--- src/rtl/snd_adapt_pkg.sv ---
// Shared types for the sound register bus width adapter.
// Assumes: size codes are fixed by the CPU bus (00 byte, 01 half, 10 word).
package snd_adapt_pkg;

    typedef enum logic [1:0] {
        SZ_BYTE = 2'b00,
        SZ_HALF = 2'b01,
        SZ_WORD = 2'b10,
        SZ_RSVD = 2'b11
    } acc_size_t;

    typedef enum logic [1:0] {
        ST_IDLE = 2'b00,
        ST_LO   = 2'b01,
        ST_HI   = 2'b10,
        ST_DONE = 2'b11
    } seq_state_t;

    // Decoded intent of one CPU access
    typedef struct packed {
        logic fwd;      // reaches the register port at all
        logic split;    // needs a second (upper) halfword transaction
        logic is_wr;    // write access
        logic is_byte;  // byte access
        logic lane_hi;  // byte access selects bits 15:8
    } acc_plan_t;

endpackage

--- src/rtl/snd_win_decode.sv ---
// Window and size decoder.
// Turns a raw CPU access into a plan: whether it is forwarded, whether it is
// split into two halves, and which byte lane it uses. It also gives the base
// register offset (byte accesses aligned down to even).
// Assumes: the window test looks at the start offset only.
module snd_win_decode
    import snd_adapt_pkg::*;
#(
    parameter int                ADDR_W   = 16,
    parameter logic [ADDR_W-1:0] WIN_BASE = 16'h1C00,
    parameter logic [ADDR_W-1:0] WIN_END  = 16'h2000
) (
    input  logic              we,
    input  logic [1:0]        size,
    input  logic [ADDR_W-1:0] addr,
    output acc_plan_t         plan,
    output logic [ADDR_W-1:0] base_addr
);

    logic      in_win;
    logic      odd_byte_wr;
    acc_size_t sz;

    // Classify the access against the window and the size code
    always_comb begin
        sz          = acc_size_t'(size);
        in_win      = (addr >= WIN_BASE) && (addr < WIN_END);
        odd_byte_wr = (sz == SZ_BYTE) && we && addr[0];

        plan.fwd     = in_win && (sz != SZ_RSVD) && !odd_byte_wr;
        plan.split   = (sz == SZ_WORD);
        plan.is_wr   = we;
        plan.is_byte = (sz == SZ_BYTE);
        plan.lane_hi = addr[0];

        if (sz == SZ_BYTE) begin
            base_addr = {addr[ADDR_W-1:1], 1'b0};
        end else begin
            base_addr = addr;
        end
    end

endmodule

--- src/rtl/snd_half_seq.sv ---
// Transaction sequencer.
// Walks IDLE -> LO [-> HI] -> DONE for forwarded accesses and IDLE -> DONE
// for dropped ones. DONE lasts one cycle and marks completion.
// Assumes: 'split' is stable from the cycle after 'start'.
module snd_half_seq
    import snd_adapt_pkg::*;
(
    input  logic       clk,
    input  logic       rst_n,
    input  logic       start,
    input  logic       fwd,
    input  logic       split,
    output seq_state_t state
);

    seq_state_t nxt;

    // Next-state selection
    always_comb begin
        nxt = state;
        unique case (state)
            ST_IDLE: if (start) nxt = fwd ? ST_LO : ST_DONE;
            ST_LO:   nxt = split ? ST_HI : ST_DONE;
            ST_HI:   nxt = ST_DONE;
            ST_DONE: nxt = ST_IDLE;
            default: nxt = ST_IDLE;
        endcase
    end

    // State register with synchronous reset
    always_ff @(posedge clk) begin
        if (!rst_n) begin
            state <= ST_IDLE;
        end else begin
            state <= nxt;
        end
    end

endmodule

--- src/rtl/snd_lane_pack.sv ---
// Lane steering for both directions.
// Write side: chooses the halfword sent in each phase (upper half in the
// second phase, a zero-extended byte for byte writes). Read side: captures
// each returned halfword and assembles the 32-bit result.
// Assumes: read data is valid in the same cycle as the read strobe.
module snd_lane_pack
    import snd_adapt_pkg::*;
#(
    parameter int REG_W = 16
) (
    input  logic               clk,
    input  logic               rst_n,
    input  logic               clear,
    input  logic               cap_lo,
    input  logic               cap_hi,
    input  logic               second,
    input  acc_plan_t          plan,
    input  logic [2*REG_W-1:0] wdata,
    input  logic [REG_W-1:0]   reg_rdata,
    output logic [REG_W-1:0]   reg_wdata,
    output logic [2*REG_W-1:0] cpu_rdata
);

    localparam int CPU_W  = 2 * REG_W;
    localparam int BYTE_W = REG_W / 2;

    logic [REG_W-1:0] lo_q;
    logic [REG_W-1:0] hi_q;

    // Pick the halfword driven on the register write bus
    always_comb begin
        if (second) begin
            reg_wdata = wdata[CPU_W-1:REG_W];
        end else if (plan.is_byte) begin
            reg_wdata = {{(REG_W-BYTE_W){1'b0}}, wdata[BYTE_W-1:0]};
        end else begin
            reg_wdata = wdata[REG_W-1:0];
        end
    end

    // Capture returned halfwords, cleared at the start of each access
    always_ff @(posedge clk) begin
        if (!rst_n || clear) begin
            lo_q <= '0;
            hi_q <= '0;
        end else begin
            if (cap_lo) lo_q <= reg_rdata;
            if (cap_hi) hi_q <= reg_rdata;
        end
    end

    // Assemble the CPU-side read result from the captured halves
    always_comb begin
        if (!plan.fwd || plan.is_wr) begin
            cpu_rdata = '0;
        end else if (plan.is_byte) begin
            cpu_rdata = {{(CPU_W-BYTE_W){1'b0}},
                         plan.lane_hi ? lo_q[REG_W-1:BYTE_W] : lo_q[BYTE_W-1:0]};
        end else if (plan.split) begin
            cpu_rdata = {hi_q, lo_q};
        end else begin
            cpu_rdata = {{(CPU_W-REG_W){1'b0}}, lo_q};
        end
    end

endmodule

--- src/rtl/snd_bus_adapter.sv ---
// Sound register bus width adapter (top).
// Accepts one CPU access at a time while idle and latches its plan, offset
// and data. It then drives zero, one or two 16-bit register transactions and
// pulses ready when the access is complete.
// Assumes: the register file answers reads combinationally and accepts a
// write in the strobe cycle.
module snd_bus_adapter
    import snd_adapt_pkg::*;
#(
    parameter int                ADDR_W   = 16,
    parameter int                REG_W    = 16,
    parameter logic [ADDR_W-1:0] WIN_BASE = 16'h1C00,
    parameter logic [ADDR_W-1:0] WIN_END  = 16'h2000
) (
    input  logic                 clk,
    input  logic                 rst_n,
    input  logic                 cpu_req,
    input  logic                 cpu_we,
    input  logic [1:0]           cpu_size,
    input  logic [ADDR_W-1:0]    cpu_addr,
    input  logic [2*REG_W-1:0]   cpu_wdata,
    output logic                 cpu_busy,
    output logic                 cpu_ready,
    output logic [2*REG_W-1:0]   cpu_rdata,
    output logic [ADDR_W-1:0]    reg_addr,
    output logic [REG_W-1:0]     reg_wdata,
    output logic                 reg_wr,
    output logic                 reg_rd,
    input  logic [REG_W-1:0]     reg_rdata
);

    localparam int                CPU_W     = 2 * REG_W;
    localparam logic [ADDR_W-1:0] HALF_STEP = ADDR_W'(REG_W / 8);

    seq_state_t        state;
    acc_plan_t         plan_now;
    acc_plan_t         plan_q;
    logic [ADDR_W-1:0] base_now;
    logic [ADDR_W-1:0] addr_q;
    logic [CPU_W-1:0]  wdata_q;
    logic              accept;
    logic              issue;
    logic              second;

    snd_win_decode #(
        .ADDR_W   (ADDR_W),
        .WIN_BASE (WIN_BASE),
        .WIN_END  (WIN_END)
    ) u_dec (
        .we        (cpu_we),
        .size      (cpu_size),
        .addr      (cpu_addr),
        .plan      (plan_now),
        .base_addr (base_now)
    );

    // Acceptance: only an idle adapter takes a request
    always_comb begin
        accept = cpu_req && (state == ST_IDLE);
    end

    // Latch the access description at acceptance
    always_ff @(posedge clk) begin
        if (!rst_n) begin
            plan_q  <= '0;
            addr_q  <= '0;
            wdata_q <= '0;
        end else if (accept) begin
            plan_q  <= plan_now;
            addr_q  <= base_now;
            wdata_q <= cpu_wdata;
        end
    end

    snd_half_seq u_seq (
        .clk   (clk),
        .rst_n (rst_n),
        .start (accept),
        .fwd   (plan_now.fwd),
        .split (plan_q.split),
        .state (state)
    );

    // Register-port strobes and offset for the current phase
    always_comb begin
        issue     = (state == ST_LO) || (state == ST_HI);
        second    = (state == ST_HI);
        reg_wr    = issue && plan_q.is_wr;
        reg_rd    = issue && !plan_q.is_wr;
        reg_addr  = second ? (addr_q + HALF_STEP) : addr_q;
        cpu_busy  = (state != ST_IDLE);
        cpu_ready = (state == ST_DONE);
    end

    snd_lane_pack #(
        .REG_W (REG_W)
    ) u_lane (
        .clk       (clk),
        .rst_n     (rst_n),
        .clear     (accept),
        .cap_lo    (reg_rd && !second),
        .cap_hi    (reg_rd && second),
        .second    (second),
        .plan      (plan_q),
        .wdata     (wdata_q),
        .reg_rdata (reg_rdata),
        .reg_wdata (reg_wdata),
        .cpu_rdata (cpu_rdata)
    );

endmodule

--- config.mk ---
export PLATFORM = sky130hd
export DESIGN_NAME = snd_bus_adapter
export DESIGN_NICKNAME = d
export VERILOG_FILES = /design/src/rtl/snd_adapt_pkg.sv /design/src/rtl/snd_win_decode.sv /design/src/rtl/snd_half_seq.sv /design/src/rtl/snd_lane_pack.sv /design/src/rtl/snd_bus_adapter.sv
export SDC_FILE = /design/constraint.sdc
export NUM_CORES = 1
export LEC_CHECK = 0
export ABC_AREA = 0
export ABC_CLOCK_PERIOD_IN_PS = 2000
export CORE_ASPECT_RATIO = 0.5
export CORE_MARGIN = 2
export CORE_UTILIZATION = 35
export DETAILED_ROUTE_END_ITERATION = 16
export DONT_BUFFER_PORTS = 1
export GPL_TIMING_DRIVEN = 0
export MAX_ROUTING_LAYER = met4
export PLACE_DENSITY_LB_ADDON = 0.12
export SLEW_MARGIN = 10
export SYNTH_ARGS = -nofsm -noshare
export SYNTH_HDL_FRONTEND = slang
export SYNTH_SLANG_ARGS = --single-unit
--- constraint.sdc ---
create_clock -name clk -period 2 [get_ports clk]
set_input_delay 0.1 -clock clk [delete_from_list [all_inputs] [get_ports clk]]
set_output_delay 0.1 -clock clk [all_outputs]
set_load 0.1 [all_outputs]
==> results of run 1 <==
==> per-stage QoR <==
| stage | setup TNS [ps] | total power, mW |
|---|---|---|
| after floorplan | -4745 | 5.274 |
| after global placement | -10960 | 5.712 |
| after detailed placement | -7773 | 5.758 |
| after CTS | -3445 | 8.158 |
| after global routing | -4650 | 8.838 |
| final | -2694 | 8.431 |
==> power groups by stage <==
stage,registers (mW),logic [mW],clock network (mW)
after floorplan,2.38,2.89,0
after global placement,2.46,3.25,0
after detailed placement,2.47,3.29,0
after CTS,2.48,3.84,1.84
after global routing,2.56,4.36,1.91
final,2.51,4.12,1.80
==> placed cells by master, fill, tap and decap left out, types with 5 or more instances in the layout <==
cell | synthesis | final
sky130_fd_sc_hd__nand2b_1 | 10 | 9
sky130_fd_sc_hd__nand2_4 | 0 | 5
sky130_fd_sc_hd__nand2_1 | 97 | 89
sky130_fd_sc_hd__clkbuf_16 | 0 | 11
sky130_fd_sc_hd__mux2_4 | 0 | 9
sky130_fd_sc_hd__xnor2_4 | 0 | 6
sky130_fd_sc_hd__dlygate4sd3_1 | 0 | 70
sky130_fd_sc_hd__o21ai_4 | 0 | 8
sky130_fd_sc_hd__buf_12 | 0 | 6
sky130_fd_sc_hd__inv_1 | 7 | 6
sky130_fd_sc_hd__xor2_4 | 0 | 8
sky130_fd_sc_hd__and3_4 | 0 | 13
sky130_fd_sc_hd__clkbuf_1 | 6 | 5
sky130_fd_sc_hd__a21oi_4 | 0 | 8
sky130_fd_sc_hd__dfxtp_2 | 0 | 5
sky130_fd_sc_hd__buf_4 | 5 | 14
sky130_fd_sc_hd__a22o_1 | 47 | 47
sky130_fd_sc_hd__a21oi_1 | 40 | 32
sky130_fd_sc_hd__nand3_1 | 12 | 11
sky130_fd_sc_hd__dfxtp_4 | 0 | 10
sky130_fd_sc_hd__dfxtp_1 | 87 | 72
sky130_fd_sc_hd__buf_6 | 3 | 10
sky130_fd_sc_hd__and2_4 | 0 | 8
sky130_fd_sc_hd__buf_2 | 14 | 12
==> worst min-delay path by stage <==
stage                                    endpoint  slack [ps]  cells past startpoint
after floorplan           addr_q[11]$_SDFFE_PN0P_         210                      2
after global placement     addr_q[7]$_SDFFE_PN0P_         210                      2
after detailed placement   addr_q[7]$_SDFFE_PN0P_         230                      2
after CTS                  plan_q[4]$_SDFFE_PN0P_          10                      2
after global routing       plan_q[4]$_SDFFE_PN0P_          20                      2
final                      plan_q[4]$_SDFFE_PN0P_          20                      2
==> cells by family (layout without fill, tap and decap cells) <==
kind of cell             Yosys count  count (layout)  synth area share
buffers and inverters             39             143           0.05366
flip-flops                        87              87            0.4473
multiplexers                      10              10           0.02860
adder cells (fa/ha/maj)            6               6           0.01928
AO/OA/AOI/OAI                    104             104            0.1841
XOR/XNOR                          14              14           0.03149
AND/OR/NAND/NOR                  172             172            0.2355
==> sequential cells by signal (all words and copies together) (netlist names) <==
name         cells
u_seq.state      2
u_lane.lo_q     16
wdata_q         32
u_lane.hi_q     16
addr_q          16
plan_q           5
==> timing repair <==
item,4_1_cts,5_1_grt
hold buffers,70,0
resized for setup,135,33
endpoints found under the hold margin,86,0
endpoints found under the setup margin,65,59
cloned,0,0
pin swaps,22,19
buffers inserted,12,13
==> layout make-up <==
class	instances	area, µm²
Fill cell	975	4711
Multi-Input combinational cell	306	2704
Buffer	30	252.7
Inverter	7	26.28
Clock inverter	4	70.07
Timing Repair Buffer	91	938.4
Tap cell	145	181.4
Clock buffer	11	242.7
Sequential cell	87	1785
==> metal layers <==
layer	vias to the layer above	part of all wire	GRT usage
li1	1707	-	-
met1	1651	0.48	0.2683
met2	87	0.45	0.3223
met3	16	0.053	0.06405
met4	0	0.014	0.04907
met5	-	0	-
==> report_table.html, run 1 <==
<table>
<tr><th>Metric</th><th>Value</th></tr>
<tr><th colspan="2">Setup path</th></tr>
<tr><td>Type of element capturing the critical path</td><td>output pin</td></tr>
<tr><td>Max stage delay cell, worst path</td><td>sky130_fd_sc_hd__xnor2_4</td></tr>
<tr><td>Depth of the most critical reg-to-reg path</td><td>7</td></tr>
<tr><td>Critical path's top delay family</td><td>XOR/XNOR gates</td></tr>
<tr><td>CP required</td><td>1900 ps</td></tr>
<tr><td>CP endpoint</td><td>reg_addr[6]</td></tr>
<tr><td>Path type of the worst setup path</td><td>register to output pin</td></tr>
<tr><td>Startpoint type of the worst setup path</td><td>register</td></tr>
<tr><td>Max Fanout on Critical Path</td><td>4</td></tr>
<tr><td>Worst setup path startpoint</td><td>u_seq.state[0]$_SDFFE_PN0P_</td></tr>
<tr><td>Reg-to-reg endpoint</td><td>plan_q[3]$_SDFFE_PN0P_</td></tr>
<tr><td>Crit Reg-Reg Startpoint</td><td>u_seq.state[0]$_SDFFE_PN0P_</td></tr>
<tr><td>Critical path buffers and inverters</td><td>2</td></tr>
<tr><td>Worst path depth</td><td>6</td></tr>
<tr><td>Delay of the slowest cell on the worst path</td><td>650 ps</td></tr>
<tr><td>Ordered list of cells on the worst path</td><td>inv_2 -&gt; ha_4 -&gt; buf_8 -&gt; and3_4 -&gt; nand4_1 -&gt; xnor2_4</td></tr>
<tr><td>Internal reg-to-reg setup slack</td><td>60 ps</td></tr>
<tr><td>Critical path arrival</td><td>2100 ps</td></tr>
<tr><th colspan="2">Yosys</th></tr>
<tr><td>Netlist cell types</td><td>40</td></tr>
<tr><td>Fraction of the yosys area taken by sequential cells</td><td>0.4473</td></tr>
<tr><td>Post-synthesis sequential element count</td><td>87</td></tr>
<tr><td>Post-synth top area share</td><td>0.4473</td></tr>
<tr><td>Number of enable-type register cells in the synthesized netlist</td><td>0</td></tr>
<tr><td>Post-Syn Area</td><td>0.003894 mm²</td></tr>
<tr><td>Number of nets produced by synthesis</td><td>508</td></tr>
<tr><td>Primary FF master, synth</td><td>sky130_fd_sc_hd__dfxtp_1</td></tr>
<tr><td>Mapped Cells</td><td>432</td></tr>
<tr><td>Avg Cell Area, Syn</td><td>9.013 µm²</td></tr>
<tr><td>Top cells by count, synth</td><td>sky130_fd_sc_hd__nand2_1 (97), sky130_fd_sc_hd__dfxtp_1 (87), sky130_fd_sc_hd__a22o_1 (47)</td></tr>
<tr><td>Cell type contributing the most total cell area after synthesis</td><td>sky130_fd_sc_hd__dfxtp_1</td></tr>
<tr><td>YS warnings</td><td>0</td></tr>
<tr><td>Most frequent cell after synthesis</td><td>sky130_fd_sc_hd__nand2_1</td></tr>
<tr><td>Synth top area cells</td><td>sky130_fd_sc_hd__dfxtp_1 (45%), sky130_fd_sc_hd__a22o_1 (11%), sky130_fd_sc_hd__nand2_1 (9.4%), sky130_fd_sc_hd__a21oi_1 (5.1%), sky130_fd_sc_hd__and3_1 (3.1%)</td></tr>
<tr><td>Fraction of registers with async set/reset</td><td>0</td></tr>
<tr><th colspan="2">STA</th></tr>
<tr><td>Post-route clock period utilization</td><td>1.100</td></tr>
<tr><td>Transition time of the tightest slew-check pin</td><td>973.6 ps</td></tr>
<tr><td>Setup-failing EPs final</td><td>26</td></tr>
<tr><td>Clock period minus final worst setup slack</td><td>2201 ps</td></tr>
<tr><td>Clk_skew</td><td>6.860 ps</td></tr>
<tr><td>Endpoints failing hold</td><td>0</td></tr>
<tr><td>Slack of the critical path</td><td>-200.8 ps</td></tr>
<tr><td>Maximum clock frequency</td><td>454.4 MHz</td></tr>
<tr><td>Number of pins exceeding their max-slew limit in the final report</td><td>0</td></tr>
<tr><td>Worst hold slack after final layout</td><td>22.42 ps</td></tr>
<tr><td>Relative max-transition margin</td><td>0.3526</td></tr>
<tr><td>RSZ-0062 raised after global routing</td><td>yes</td></tr>
<tr><th colspan="2">GRT</th></tr>
<tr><td>Global route total overflow</td><td>0</td></tr>
<tr><td>Pin count of the biggest net entering global routing</td><td>14</td></tr>
<tr><td>Number of global-route vias before repair</td><td>3,566</td></tr>
<tr><td>Wire length of the first global-routing pass</td><td>19,210 µm</td></tr>
<tr><td>Initial antenna violation count</td><td>0</td></tr>
<tr><td>Total global-route track usage</td><td>0.2082</td></tr>
<tr><th colspan="2">Cells and area</th></tr>
<tr><td>Finished Core Util</td><td>0.5683</td></tr>
<tr><td>Final cell count without fillers</td><td>681</td></tr>
<tr><td>Area delta synth-&gt;final</td><td>59.25%</td></tr>
<tr><td>Final std cell area, no fill</td><td>0.006201 mm²</td></tr>
<tr><td># nets final</td><td>608</td></tr>
<tr><td>Antenna Cells</td><td>0</td></tr>
<tr><td>Share of final-layout standard cells stronger than drive strength 1</td><td>0.3209</td></tr>
<tr><th colspan="2">Floorplan</th></tr>
<tr><td>Initial Utilization</td><td>0.3568</td></tr>
<tr><td>Die height</td><td>78.58 µm</td></tr>
<tr><td>I/O pin count</td><td>138</td></tr>
<tr><td>Die area</td><td>0.01204 mm²</td></tr>
<tr><td>CORE AREA</td><td>0.01091 mm²</td></tr>
<tr><td>Floorplan row count</td><td>27</td></tr>
<tr><td>Floorplan die width</td><td>153.2 µm</td></tr>
<tr><th colspan="2">Route</th></tr>
<tr><td>Drt via density</td><td>5.082</td></tr>
<tr><td>Number of routed nets with antenna violations</td><td>0</td></tr>
<tr><td>Per-cell routed wire length</td><td>17.37 µm</td></tr>
<tr><td>Post-detailed-routing wire length</td><td>11,830 µm</td></tr>
<tr><td>Starting DRT DRC Count</td><td>138</td></tr>
<tr><td>Vias</td><td>3,461</td></tr>
<tr><td>Remaining design rule violation count</td><td>0</td></tr>
<tr><td>DR pass1 iterations</td><td>4</td></tr>
<tr><th colspan="2">Pwr</th></tr>
<tr><td>Part of the total power dissipated in the clock network</td><td>0.214</td></tr>
<tr><td>Pleak</td><td>2.503 nW</td></tr>
<tr><td>Switching part of the total power</td><td>0.4528</td></tr>
<tr><td>Internal power contribution</td><td>4.613 mW</td></tr>
<tr><td>Maximum vdd ir drop</td><td>0.8529 mV</td></tr>
<tr><td>Power density cells</td><td>1360 mW/mm²</td></tr>
<tr><td>Part of the power in registers</td><td>0.298</td></tr>
<tr><td>Combinational fraction of design power</td><td>0.489</td></tr>
<tr><td>Switching component of the power</td><td>3.817 mW</td></tr>
<tr><th colspan="2">Clock tree</th></tr>
<tr><td>Buffer type at the clock tree root</td><td>sky130_fd_sc_hd__clkbuf_16</td></tr>
<tr><td>Clock latency at the later pin of the worst-skew pair</td><td>340 ps</td></tr>
<tr><td>Clock tree from TritonCTS</td><td>yes</td></tr>
<tr><td>Clk buf depth</td><td>2</td></tr>
<tr><td>Clk slew on worst S/H paths</td><td>60 ps</td></tr>
<tr><td>Number of H-tree branching levels</td><td>3</td></tr>
<tr><td># clock sinks</td><td>87</td></tr>
<tr><td>Number of buffers inserted during clock tree synthesis</td><td>9</td></tr>
<tr><th colspan="2">Hold path</th></tr>
<tr><td>Critical hold path startpoint</td><td>cpu_addr[10]</td></tr>
<tr><td>Type of the most critical hold path</td><td>input pin to register</td></tr>
<tr><th colspan="2">Placed design</th></tr>
<tr><td>Final HPWL from detailed placement</td><td>8019 µm</td></tr>
<tr><td>Placed Area</td><td>0.004395 mm²</td></tr>
<tr><td>Number of placed cells counting well taps</td><td>577</td></tr>
<tr><td>Worst-case setup slack after placement</td><td>-581.9 ps</td></tr>
<tr><td>Buffers on Ports</td><td>0</td></tr>
<tr><td>Global placer's final weighted congestion</td><td>0.8540</td></tr>
<tr><th colspan="2">Run status</th></tr>
<tr><td>Outcome</td><td>finished with violations</td></tr>
<tr><td>Violations in the final reports</td><td>setup timing</td></tr>
<tr><th colspan="2">Job</th></tr>
<tr><td>Max-cap viol count</td><td>0</td></tr>
</table>
(Power assumes the default switching activity.)
==> run 2, diff against run 1 <==
- REMOVE_ABC_BUFFERS: default -> 1
==> run 2 against run 1 <==
The run still ends with setup timing left. Utilization down 2.7 points. Total power down 5.1%. Largest cell class unchanged. Worst setup slack worse by 45 ps. Global-route usage down 0.71 points. Cell count down 3.7%. Critical path type unchanged. Critical path depth down 1.
==> report_table.html, run 2 (synthesized netlist as in run 1, its figures left out) <==
<table>
<tr><th>Metric</th><th>Value</th></tr>
<tr><th colspan="2">Setup path</th></tr>
<tr><td>Max stage delay cell, worst path</td><td>sky130_fd_sc_hd__xor2_4</td></tr>
<tr><td>Path type of the worst setup path</td><td>register to output pin</td></tr>
<tr><td>Critical path buffers and inverters</td><td>1</td></tr>
<tr><td>Ordered list of cells on the worst path</td><td>ha_2 -&gt; nand4_4 -&gt; buf_12 -&gt; nor4_4 -&gt; xor2_4</td></tr>
<tr><td>Startpoint type of the worst setup path</td><td>register</td></tr>
<tr><td>Critical path's top delay family</td><td>XOR/XNOR gates</td></tr>
<tr><td>Max Fanout on Critical Path</td><td>5</td></tr>
<tr><td>Delay of the slowest cell on the worst path</td><td>610 ps</td></tr>
<tr><td>Critical path arrival</td><td>2150 ps</td></tr>
<tr><td>CP required</td><td>1900 ps</td></tr>
<tr><td>Type of element capturing the critical path</td><td>output pin</td></tr>
<tr><th colspan="2">Pwr</th></tr>
<tr><td>Switching component of the power</td><td>3.728 mW</td></tr>
<tr><td>Maximum vdd ir drop</td><td>0.9040 mV</td></tr>
<tr><td>Power density cells</td><td>1354 mW/mm²</td></tr>
<tr><td>Switching part of the total power</td><td>0.4660</td></tr>
<tr><td>Internal power contribution</td><td>4.273 mW</td></tr>
<tr><td>Combinational fraction of design power</td><td>0.458</td></tr>
<tr><td>Part of the power in registers</td><td>0.316</td></tr>
<tr><td>Total power</td><td>8.001 mW</td></tr>
<tr><td>Part of the total power dissipated in the clock network</td><td>0.226</td></tr>
<tr><td>Pleak</td><td>2.280 nW</td></tr>
<tr><th colspan="2">Cells and area</th></tr>
<tr><td>Area delta synth-&gt;final</td><td>51.74%</td></tr>
<tr><td># nets final</td><td>582</td></tr>
<tr><td>Share of final-layout standard cells stronger than drive strength 1</td><td>0.2896</td></tr>
<tr><td>Antenna Cells</td><td>0</td></tr>
<tr><td>Top register by number of flip-flops</td><td>wdata_q</td></tr>
<tr><td>Final std cell area, no fill</td><td>0.005908 mm²</td></tr>
<tr><td>Flip-flop count of the largest register after layout</td><td>32</td></tr>
<tr><td>Top library cells by usage in the layout, fill and taps aside</td><td>sky130_fd_sc_hd__nand2_1 (94), sky130_fd_sc_hd__dfxtp_1 (73), sky130_fd_sc_hd__dlygate4sd3_1 (69)</td></tr>
<tr><td>Commonest non-fill, non-tap cell in the layout</td><td>sky130_fd_sc_hd__nand2_1</td></tr>
<tr><th colspan="2">GRT</th></tr>
<tr><td>Pin count of the biggest net entering global routing</td><td>35</td></tr>
<tr><td>Initial antenna violation count</td><td>0</td></tr>
<tr><td>Global route total overflow</td><td>0</td></tr>
<tr><td>Number of global-route vias before repair</td><td>3,516</td></tr>
<tr><td>Total global-route track usage</td><td>0.2011</td></tr>
<tr><td>Wire length of the first global-routing pass</td><td>18,490 µm</td></tr>
<tr><th colspan="2">STA</th></tr>
<tr><td>Number of pins exceeding their max-slew limit in the final report</td><td>0</td></tr>
<tr><td>Maximum clock frequency</td><td>445.3 MHz</td></tr>
<tr><td>Relative max-transition margin</td><td>0.1770</td></tr>
<tr><td>Transition time of the tightest slew-check pin</td><td>1228 ps</td></tr>
<tr><td>Clock period minus final worst setup slack</td><td>2246 ps</td></tr>
<tr><td>Setup-failing EPs final</td><td>12</td></tr>
<tr><td>Post-route clock period utilization</td><td>1.123</td></tr>
<tr><td>Endpoints failing hold</td><td>0</td></tr>
<tr><td>Clk_skew</td><td>4.396 ps</td></tr>
<tr><td>Setup tns final</td><td>-2114 ps</td></tr>
<tr><td>RSZ-0062 raised after global routing</td><td>yes</td></tr>
<tr><td>Slack of the critical path</td><td>-245.8 ps</td></tr>
<tr><th colspan="2">Floorplan</th></tr>
<tr><td>Floorplan row count</td><td>27</td></tr>
<tr><td>CORE AREA</td><td>0.01091 mm²</td></tr>
<tr><td>Floorplan die width</td><td>153.2 µm</td></tr>
<tr><td>Initial Utilization</td><td>0.3568</td></tr>
<tr><td>Die area</td><td>0.01204 mm²</td></tr>
<tr><td>Die height</td><td>78.58 µm</td></tr>
<tr><td>I/O pin count</td><td>138</td></tr>
<tr><th colspan="2">Hold path</th></tr>
<tr><td>Type of the most critical hold path</td><td>input pin to register</td></tr>
<tr><th colspan="2">Route</th></tr>
<tr><td>Drt via density</td><td>5.302</td></tr>
<tr><td>Vias</td><td>3,478</td></tr>
<tr><td>Remaining design rule violation count</td><td>0</td></tr>
<tr><td>Starting DRT DRC Count</td><td>157</td></tr>
<tr><td>Per-cell routed wire length</td><td>17.75 µm</td></tr>
<tr><td>Number of routed nets with antenna violations</td><td>0</td></tr>
<tr><td>DR pass1 iterations</td><td>4</td></tr>
<tr><td>Post-detailed-routing wire length</td><td>11,640 µm</td></tr>
<tr><th colspan="2">Clock tree</th></tr>
<tr><td>Clock tree from TritonCTS</td><td>yes</td></tr>
<tr><td>Clock latency at the later pin of the worst-skew pair</td><td>330 ps</td></tr>
<tr><td>Clk slew on worst S/H paths</td><td>60 ps</td></tr>
<tr><td>Number of H-tree branching levels</td><td>3</td></tr>
<tr><td># clock sinks</td><td>87</td></tr>
<tr><td>Clk buf depth</td><td>2</td></tr>
<tr><td>Number of buffers inserted during clock tree synthesis</td><td>9</td></tr>
<tr><td>Buffer type at the clock tree root</td><td>sky130_fd_sc_hd__clkbuf_16</td></tr>
<tr><th colspan="2">Placed design</th></tr>
<tr><td>Buffers on Ports</td><td>0</td></tr>
<tr><td>Worst-case setup slack after placement</td><td>-1192 ps</td></tr>
<tr><td>Global placer's final weighted congestion</td><td>0.7755</td></tr>
<tr><td>Placed Area</td><td>0.004130 mm²</td></tr>
<tr><td>Final HPWL from detailed placement</td><td>7000 µm</td></tr>
<tr><th colspan="2">Run status</th></tr>
<tr><td>Outcome</td><td>finished with violations</td></tr>
<tr><td>Violations in the final reports</td><td>setup timing</td></tr>
<tr><th colspan="2">Job</th></tr>
<tr><td>Max-cap viol count</td><td>0</td></tr>
</table>
-- run 2: cell count changes in the layout (fill, tap and decap cells not counted), moves of 6 or more --
cell | previous run | this run
sky130_fd_sc_hd__buf_2 | 12 | 0
sky130_fd_sc_hd__dfxtp_4 | 10 | 3
sky130_fd_sc_hd__dfxtp_2 | 5 | 11
sky130_fd_sc_hd__buf_6 | 10 | 2
-- run 2: cell type report --
type	instances	area (µm²)
multi-input combinational	307	2638
clock inverter	7	95.09
inverter	7	26.28
fill	962	5004
clock buffer	9	225.2
sequential	87	1767
timing repair buffer	94	975.9
tap	145	181.4
-- run 2: what timing repair did --
action / in CTS / in global routing
endpoints found under the hold margin: 86 / 0
cloned: 1 / 0
setup endpoints to repair: 99 / 74
resized for setup: 120 / 10
hold buffers: 69 / 0
pin swaps: 12 / 14
setup buffers: 13 / 10
-- run 2: metal layers --
metal | share of wire | track usage | up-vias
li1 | - | - | 1652
met1 | 0.43 | 0.2350 | 1689
met2 | 0.50 | 0.3504 | 115
met3 | 0.051 | 0.04749 | 22
met4 | 0.016 | 0.05648 | 0
met5 | 0 | - | -
-- run 2: power groups by stage --
| stage | sequential (mW) | clock (mW) | combinational, mW |
|---|---|---|---|
| 3_3_place_gp | 2.45 | 0 | 2.84 |
| 3_5_place_dp | 2.48 | 0 | 3.04 |
| 5_1_grt | 2.58 | 1.92 | 3.85 |
| 4_1_cts | 2.51 | 1.85 | 3.52 |
| 2_1_floorplan | 2.38 | 0 | 2.54 |
| 6_report | 2.53 | 1.81 | 3.66 |
-- run 2: through the flow --
stage,hold slack [ps],cells,utilization
4_1_cts,16.43,646,0.5284
3_5_place_dp,217.9,547,0.3785
2_1_floorplan,208.6,400,-
3_3_place_gp,217.7,545,0.3567
6_report,29.62,656,0.5415
5_1_grt,25.03,656,0.5415
-- run 2: worst paths after layout --
kind	from	endpoint	slack, ps	depth (start not counted)
worst max-delay path	addr_q[1]$_SDFFE_PN0P_	reg_addr[13]	-250	5
worst min-delay path	cpu_addr[0]	plan_q[4]$_SDFFE_PN0P_	30	2
worst max register to register	u_seq.state[0]$_SDFFE_PN0P_	addr_q[1]$_SDFFE_PN0P_	130	6
worst min register to register	u_lane.hi_q[6]$_SDFFE_PP0P_	u_lane.hi_q[6]$_SDFFE_PP0P_	460	2
